`config.mk`:
```
export PLATFORM = sky130hd
export DESIGN_NAME = pkt_taskfile_ctrl
export DESIGN_NICKNAME = d
export VERILOG_FILES = /design/src/rtl/pkt_tf_pkg.sv /design/src/rtl/tf_irq_ctrl.sv /design/src/rtl/tf_pkt_rx.sv /design/src/rtl/tf_xfer_cnt.sv /design/src/rtl/pkt_taskfile_ctrl.sv
export SDC_FILE = /design/constraint.sdc
export NUM_CORES = 1
export LEC_CHECK = 0
export BUFFER_PORTS_ARGS = -buffer_cell sky130_fd_sc_hd__buf_2
export CORE_ASPECT_RATIO = 0.75
export CORE_MARGIN = 3
export CORE_UTILIZATION = 30
export CTS_CLUSTER_DIAMETER = 50
export CTS_CLUSTER_SIZE = 24
export DETAILED_ROUTE_END_ITERATION = 16
export PLACE_DENSITY = 0.46
export SETUP_SLACK_MARGIN = 0.2
export SLEW_MARGIN = 20
export SYNTH_ARGS = -nofsm -noshare
export SYNTH_HDL_FRONTEND = slang
export SYNTH_SLANG_ARGS = --single-unit
```
`constraint.sdc`:
```
create_clock -name clk_i -period 3.4 [get_ports clk_i]
set_input_delay 0.68 -clock clk_i [delete_from_list [all_inputs] [get_ports clk_i]]
set_output_delay 0.68 -clock clk_i [all_outputs]
set_load 0.01 [all_outputs]
```
`src/rtl/pkt_tf_pkg.sv`:
```
package pkt_tf_pkg;
  typedef enum logic [3:0] {
    SEL_DATA    = 4'd0,
    SEL_ERRFEAT = 4'd1,
    SEL_COUNT   = 4'd2,
    SEL_LBA_LO  = 4'd3,
    SEL_LBA_MID = 4'd4,
    SEL_LBA_HI  = 4'd5,
    SEL_DEV     = 4'd6,
    SEL_STATCMD = 4'd7,
    SEL_ALTCTL  = 4'd8
  } tf_sel_e;

  localparam int ST_BUSY     = 7;
  localparam int ST_DRQ      = 3;
  localparam int CTL_DIS_BIT = 1;
  localparam logic [7:0] ST_CMD_DONE = 8'h50;
  localparam logic [7:0] ST_ERROR    = 8'h51;

  typedef struct packed {
    logic [7:0] err;
    logic [7:0] cnt;
    logic [7:0] lba_lo;
    logic [7:0] lba_mid;
    logic [7:0] lba_hi;
    logic [7:0] dev;
    logic [7:0] feat;
  } tf_regs_t;

  localparam tf_regs_t TF_RESET = '{err: 8'h01, cnt: 8'h01, lba_lo: 8'h81,
                                    lba_mid: 8'h14, lba_hi: 8'hEB,
                                    dev: 8'h00, feat: 8'h00};
endpackage

```
`src/rtl/tf_irq_ctrl.sv`:
```
module tf_irq_ctrl (
  input  logic clk_i,
  input  logic rst_ni,
  input  logic raise_req_i,
  input  logic clear_req_i,
  input  logic ctl_wr_i,
  input  logic ctl_dis_i,
  output logic pending_o,
  output logic irq_o,
  output logic raise_o,
  output logic clear_o
);
  logic dis_q, pend_q, raise_q, clear_q;

  always_ff @(posedge clk_i or negedge rst_ni) begin
    if (!rst_ni) begin
      dis_q   <= 1'b0;
      pend_q  <= 1'b0;
      raise_q <= 1'b0;
      clear_q <= 1'b0;
    end else begin
      raise_q <= 1'b0;
      clear_q <= 1'b0;
      if (ctl_wr_i) begin
        // mask change replays the pending state to the event side
        dis_q <= ctl_dis_i;
        if (pend_q && !dis_q && ctl_dis_i)  clear_q <= 1'b1;
        if (pend_q && dis_q && !ctl_dis_i)  raise_q <= 1'b1;
      end else if (clear_req_i) begin
        if (pend_q) begin
          pend_q  <= 1'b0;
          clear_q <= !dis_q;
        end
      end else if (raise_req_i) begin
        if (!pend_q) begin
          pend_q  <= 1'b1;
          raise_q <= !dis_q;
        end
      end
    end
  end

  assign pending_o = pend_q;
  assign irq_o     = pend_q & ~dis_q;
  assign raise_o   = raise_q;
  assign clear_o   = clear_q;
endmodule

```
`src/rtl/tf_pkt_rx.sv`:
```
module tf_pkt_rx #(
  parameter int PKT_WORDS = 6,
  parameter int WORD_W    = 16
) (
  input  logic                          clk_i,
  input  logic                          rst_ni,
  input  logic                          start_i,
  input  logic                          abort_i,
  input  logic                          wr_i,
  input  logic [WORD_W-1:0]             wdata_i,
  output logic                          active_o,
  output logic                          last_o,
  output logic                          done_o,
  output logic [PKT_WORDS*WORD_W-1:0]   pkt_o
);
  localparam int CNT_W = $clog2(PKT_WORDS + 1);
  localparam logic [CNT_W-1:0] LAST_IDX = CNT_W'(PKT_WORDS - 1);

  logic             active_q, done_q;
  logic [CNT_W-1:0] cnt_q;
  logic             take;

  assign take   = wr_i & active_q;
  assign last_o = take & (cnt_q == LAST_IDX);

  always_ff @(posedge clk_i or negedge rst_ni) begin
    if (!rst_ni) begin
      active_q <= 1'b0;
      done_q   <= 1'b0;
      cnt_q    <= '0;
    end else begin
      done_q <= 1'b0;
      if (abort_i) begin
        active_q <= 1'b0;
      end else if (start_i) begin
        active_q <= 1'b1;
        cnt_q    <= '0;
      end else if (take) begin
        cnt_q <= cnt_q + 1'b1;
        if (last_o) begin
          active_q <= 1'b0;
          done_q   <= 1'b1;
        end
      end
    end
  end

  for (genvar g = 0; g < PKT_WORDS; g++) begin : g_word
    logic [WORD_W-1:0] word_q;
    always_ff @(posedge clk_i or negedge rst_ni) begin
      if (!rst_ni)                              word_q <= '0;
      else if (take && cnt_q == CNT_W'(g))      word_q <= wdata_i;
    end
    assign pkt_o[g*WORD_W +: WORD_W] = word_q;
  end

  assign active_o = active_q;
  assign done_o   = done_q;
endmodule

```
`src/rtl/tf_xfer_cnt.sv`:
```
module tf_xfer_cnt #(
  parameter int LEN_W = 16
) (
  input  logic             clk_i,
  input  logic             rst_ni,
  input  logic             load_i,
  input  logic             abort_i,
  input  logic [LEN_W-1:0] len_i,
  input  logic [LEN_W-1:0] bsize_i,
  input  logic             step_i,
  output logic             active_o,
  output logic             blk_hit_o
);
  localparam logic [LEN_W-1:0] STEP = LEN_W'(2);

  logic             active_q;
  logic [LEN_W-1:0] total_q, blk_q, bsize_q;
  logic             final_word;

  assign final_word = total_q <= STEP;
  assign blk_hit_o  = step_i & active_q & ~final_word & (blk_q <= STEP);

  always_ff @(posedge clk_i or negedge rst_ni) begin
    if (!rst_ni) begin
      active_q <= 1'b0;
      total_q  <= '0;
      blk_q    <= '0;
      bsize_q  <= '0;
    end else if (abort_i) begin
      active_q <= 1'b0;
    end else if (load_i) begin
      active_q <= 1'b1;
      total_q  <= len_i;
      blk_q    <= bsize_i;
      bsize_q  <= bsize_i;
    end else if (step_i && active_q) begin
      if (final_word) begin
        active_q <= 1'b0;
      end else begin
        total_q <= total_q - STEP;
        blk_q   <= (blk_q <= STEP) ? bsize_q : blk_q - STEP;
      end
    end
  end

  assign active_o = active_q;
endmodule

```
`src/rtl/pkt_taskfile_ctrl.sv`:
```
module pkt_taskfile_ctrl
  import pkt_tf_pkg::*;
#(
  parameter int         PKT_BYTES  = 12,
  parameter logic [7:0] PKT_OPCODE = 8'hA0
) (
  input  logic                   clk_i,
  input  logic                   rst_ni,
  input  logic                   reg_wr_i,
  input  logic                   reg_rd_i,
  input  logic [3:0]             reg_sel_i,
  input  logic [15:0]            reg_wdata_i,
  output logic [15:0]            reg_rdata_o,
  input  logic                   busy_i,
  input  logic                   err_i,
  input  logic [7:0]             err_code_i,
  input  logic                   rep_start_i,
  input  logic [15:0]            rep_len_i,
  input  logic [15:0]            rep_data_i,
  output logic                   rep_rd_o,
  output logic [PKT_BYTES*8-1:0] pkt_o,
  output logic                   pkt_done_o,
  output logic [7:0]             feature_o,
  output logic                   irq_o,
  output logic                   evt_raise_o,
  output logic                   evt_clear_o
);
  localparam int PKT_WORDS = PKT_BYTES / 2;
  localparam int LEN_W     = 16;

  tf_regs_t regs_q;
  logic [7:0] stat_q;
  logic [7:0] status;
  tf_sel_e    sel;
  logic pkt_active, pkt_last, xfer_active, blk_hit, drq, wr_ok;
  logic cmd_wr, ctl_wr, stat_rd, data_wr, data_rd, pkt_start, rep_load;
  logic raise_req, clear_req, irq_pending;

  assign sel       = tf_sel_e'(reg_sel_i);
  assign drq       = pkt_active | xfer_active;
  assign wr_ok     = ~busy_i & ~drq;
  assign status    = {busy_i, stat_q[6:4], drq, stat_q[2:0]};

  assign cmd_wr    = reg_wr_i & (sel == SEL_STATCMD) & wr_ok;
  assign ctl_wr    = reg_wr_i & (sel == SEL_ALTCTL);
  assign stat_rd   = reg_rd_i & (sel == SEL_STATCMD);
  assign data_wr   = reg_wr_i & (sel == SEL_DATA);
  assign data_rd   = reg_rd_i & (sel == SEL_DATA) & xfer_active;
  assign pkt_start = cmd_wr & (reg_wdata_i[7:0] == PKT_OPCODE);
  assign rep_load  = rep_start_i & ~drq & ~err_i;

  assign clear_req = cmd_wr | (stat_rd & ~busy_i);
  assign raise_req = pkt_last | blk_hit;
  assign rep_rd_o  = data_rd;

  always_ff @(posedge clk_i or negedge rst_ni) begin
    if (!rst_ni) begin
      regs_q <= TF_RESET;
      stat_q <= '0;
    end else begin
      if (reg_wr_i && wr_ok) begin
        unique case (sel)
          SEL_ERRFEAT: regs_q.feat    <= reg_wdata_i[7:0];
          SEL_COUNT:   regs_q.cnt     <= reg_wdata_i[7:0];
          SEL_LBA_LO:  regs_q.lba_lo  <= reg_wdata_i[7:0];
          SEL_LBA_MID: regs_q.lba_mid <= reg_wdata_i[7:0];
          SEL_LBA_HI:  regs_q.lba_hi  <= reg_wdata_i[7:0];
          SEL_DEV:     regs_q.dev     <= reg_wdata_i[7:0];
          SEL_STATCMD: stat_q         <= stat_q | ST_CMD_DONE;
          default: ;
        endcase
      end
      if (rep_load) begin
        regs_q.lba_mid <= rep_len_i[7:0];
        regs_q.lba_hi  <= rep_len_i[15:8];
      end
      if (err_i) begin
        stat_q     <= ST_ERROR;
        regs_q.err <= err_code_i;
      end
    end
  end

  always_comb begin
    reg_rdata_o = '0;
    case (sel)
      SEL_DATA:    reg_rdata_o = xfer_active ? rep_data_i : 16'hFFFF;
      SEL_ERRFEAT: reg_rdata_o = {8'h00, regs_q.err};
      SEL_COUNT:   reg_rdata_o = {8'h00, regs_q.cnt};
      SEL_LBA_LO:  reg_rdata_o = {8'h00, regs_q.lba_lo};
      SEL_LBA_MID: reg_rdata_o = {8'h00, regs_q.lba_mid};
      SEL_LBA_HI:  reg_rdata_o = {8'h00, regs_q.lba_hi};
      SEL_DEV:     reg_rdata_o = {8'h00, regs_q.dev};
      SEL_STATCMD,
      SEL_ALTCTL:  reg_rdata_o = {8'h00, status};
      default:     reg_rdata_o = '0;
    endcase
  end

  tf_pkt_rx #(.PKT_WORDS(PKT_WORDS), .WORD_W(16)) u_pkt (
    .clk_i    (clk_i),
    .rst_ni   (rst_ni),
    .start_i  (pkt_start),
    .abort_i  (err_i),
    .wr_i     (data_wr),
    .wdata_i  (reg_wdata_i),
    .active_o (pkt_active),
    .last_o   (pkt_last),
    .done_o   (pkt_done_o),
    .pkt_o    (pkt_o)
  );

  tf_xfer_cnt #(.LEN_W(LEN_W)) u_xfer (
    .clk_i     (clk_i),
    .rst_ni    (rst_ni),
    .load_i    (rep_load),
    .abort_i   (err_i),
    .len_i     (rep_len_i),
    .bsize_i   ({regs_q.lba_hi, regs_q.lba_mid}),
    .step_i    (data_rd),
    .active_o  (xfer_active),
    .blk_hit_o (blk_hit)
  );

  tf_irq_ctrl u_irq (
    .clk_i       (clk_i),
    .rst_ni      (rst_ni),
    .raise_req_i (raise_req),
    .clear_req_i (clear_req),
    .ctl_wr_i    (ctl_wr),
    .ctl_dis_i   (reg_wdata_i[CTL_DIS_BIT]),
    .pending_o   (irq_pending),
    .irq_o       (irq_o),
    .raise_o     (evt_raise_o),
    .clear_o     (evt_clear_o)
  );

  assign feature_o = regs_q.feat;
endmodule

```
==> results.json <==
{
  "fin_area_sq_mm": 0.0123,
  "first_pass_iters": 5,
  "setup_violations": 0,
  "power_density_mw_per_mm2": 554,
  "fin_skew_ns": 0.0325,
  "cp-startpoint": "reg_sel_i[2]",
  "grt_max_degree": 77,
  "coreArea_sq_mm": 0.0318,
  "wl_microns": 30800,
  "cap_violations": 0,
  "synth-main-ff-cell": "dfrtp_1",
  "ys_seq_area_share_pct": 53.9,
  "min_period_over_period_pct": 87.9,
  "end_kind": "primary output",
  "cts-hold-fix-buffers": 0,
  "fp-row-count": 56,
  "worst_slack_ns": 0.413,
  "routedWlPerCell_microns": 20.1,
  "pre_cts_ws_ns": 0.201,
  "drt_iter0_drc": 517,
  "grt_overflow_total": 0,
  "cp.required_ns": 2.72,
  "yosysWarnings": 0,
  "crit_chain": "buf_2 -> nor2b_1 -> a22oi_1 -> o311ai_1 -> buf_2",
  "synth_cell_types": 68,
  "slew_headroom_pct": 53.1,
  "worst_path_most_repeated_cell": "buf_2",
  "crit_path_start_kind": "input pin",
  "cts_buffer_depth": 3,
  "min_period_ns": 2.99,
  "rsz0062_at_grt": "false",
  "grtUsageTotal_pct": 17.2,
  "post-cts-setup-buffers": 0,
  "placed_cells": 1489,
  "crit_fanout": 18,
  "critPathMaxStageDelay_ns": 0.48,
  "worstMarginPinSlew_ns": 0.700,
  "dpl.hpwl_microns": 21900,
  "start_util_pct": 31.0,
  "io_buffers": 191,
  "antenna_found_initial": 0,
  "drive_above_1_share_pct": 39.2,
  "drt_drc_violations_left": 0,
  "cts_buffers": 25,
  "hp-class": "in -> async",
  "syn_inst": 894,
  "synth-async-reset-ratio_pct": 100,
  "ctsRootBufferMaster": "clkbuf_16",
  "path_clk_slew_ns": 0.08,
  "diodes": 0,
  "layout_common_cells": "dfrtp_1 (200), buf_2 (190), nand2_1 (131)",
  "fp.dieW_microns": 216,
  "rr_startpoint": "u_xfer.total_q[4]",
  "stdcell_count": 1535,
  "ff2ff_path_depth": 5,
  "slew_violations": 0,
  "status": "finished, final reports clean",
  "vias": 7559,
  "synth_edf_count": 0,
  "vias_per_cell": 4.92,
  "cp_data_arrival_time_ns": 2.31,
  "p_leak_nw": 6.22,
  "holdWs_ns": 0.107,
  "crit_slowest_cell": "o311ai_1",
  "regToRegSetupSlack_ns": 0.64,
  "final_nets": 1155,
  "dieArea_sq_mm": 0.0352,
  "max_freq_ghz": 0.335,
  "fin_tns_setup_ns": 0,
  "cts_sinks": 212,
  "place.gp.congestion": 0.814,
  "final_hold_viol_count": 0,
  "critPathKind": "in -> out",
  "synth_area_per_cell_sq_um": 11.0,
  "r2r-end": "u_xfer.total_q[2]",
  "drtAntennaViolNets": 0,
  "final_common_cell": "dfrtp_1",
  "clkLatencyLatePin_ns": 0.56,
  "grt_pass1_wl_microns": 46900,
  "pin_count": 192,
  "yosys_register_bits": 212,
  "place_area_sq_mm": 0.0114,
  "cts_htree_levels": 1,
  "ir_drop_mv": 0.267,
  "syn-num-nets": 968,
  "syn2layout_area_growth_pct": 24.1,
  "utilization_pct": 38.5,
  "grt_pass1_vias": 7498,
  "cts_tree": "built",
  "dieHeight_microns": 163,
  "syn_area_sq_mm": 0.00988,
  "p_total_mw": 6.79
}
routing by layer:
metal,GRT usage [%],wire (microns),up-vias
met5,0,0,-
met4,3.03,405,0
met3,3.07,1520,27
met2,26.0,13600,201
met1,26.0,15300,3782
li1,-,-,3549
cell usage after synthesis, types with 14 or more instances:
master    instances  share of area, %
o21ai_0          18              0.91
inv_1            28               1.1
a21oi_1          55               2.8
or3_1            14              0.89
clkbuf_1         37               1.4
nor3_1           16              0.81
mux2_2          128                15
nor2_1           33               1.3
dfrtp_1         200                51
mux2i_1          16               1.6
nand2_1         131               5.0
nand3_1          22               1.1
critical path: cells and delay by family:
kind                   cells  cell delay [ns]
AO/OA/AOI/OAI              2             0.63
buffers and inverters      2             0.56
AND/OR/NAND/NOR            1             0.42
what timing repair did:
item | in CTS | in global routing
setup endpoints to repair | 1 | 0
endpoints found under the hold margin | 0 | 0
gates resized for setup | 1 | 0
power breakdown:
part | internal [mW] | switching, mW
registers | 2.81 | 0.270
logic | 0.373 | 0.481
clock network | 1.61 | 1.25
total | 4.79 | 2.00
cells by family after synthesis:
logic type,count (synthesis),synth area share [%]
simple gates,278,14.0
buf+inv,93,4.19
mux,144,16.2
fa+ha+maj,7,0.887
xor+xnor,9,0.798
flops,212,53.9
compound gates,151,10.0
state kept, by name, indices dropped and copies added, names as in the netlist:
| register | flops |
|---|---|
| u_pkt.done_o | 1 |
| u_pkt.active_o | 1 |
| u_irq.raise_o | 1 |
| u_xfer.active_o | 1 |
| feature_o | 8 |
| u_irq.dis_q | 1 |
| u_xfer.blk_q | 16 |
| u_pkt.g_word.word_q | 96 |
| stat_q | 2 |
| u_xfer.total_q | 16 |
| u_irq.clear_o | 1 |
| regs_q | 48 |
| u_pkt.cnt_q | 3 |
| u_irq.pending_o | 1 |
| u_xfer.bsize_q | 16 |
final cells by class:
class	instances	area, sq um
clock inverter	17	235
inverter	28	105
fill	3223	19600
clock buffer	29	651
multi-input combinational	589	4150
timing repair buffer	225	1260
tap	435	544
sequential	212	5320
worst max path at each step:
stage	to	slack, ns	cells past startpoint
floorplan	reg_rdata_o[3]	0.65	5
global placement	reg_rdata_o[1]	0.24	5
detailed placement	reg_rdata_o[1]	0.20	5
CTS	reg_rdata_o[1]	0.41	5
global route	reg_rdata_o[1]	0.29	5
finish	reg_rdata_o[1]	0.41	5
No activity file was read; power rests on OpenSTA's default activity.
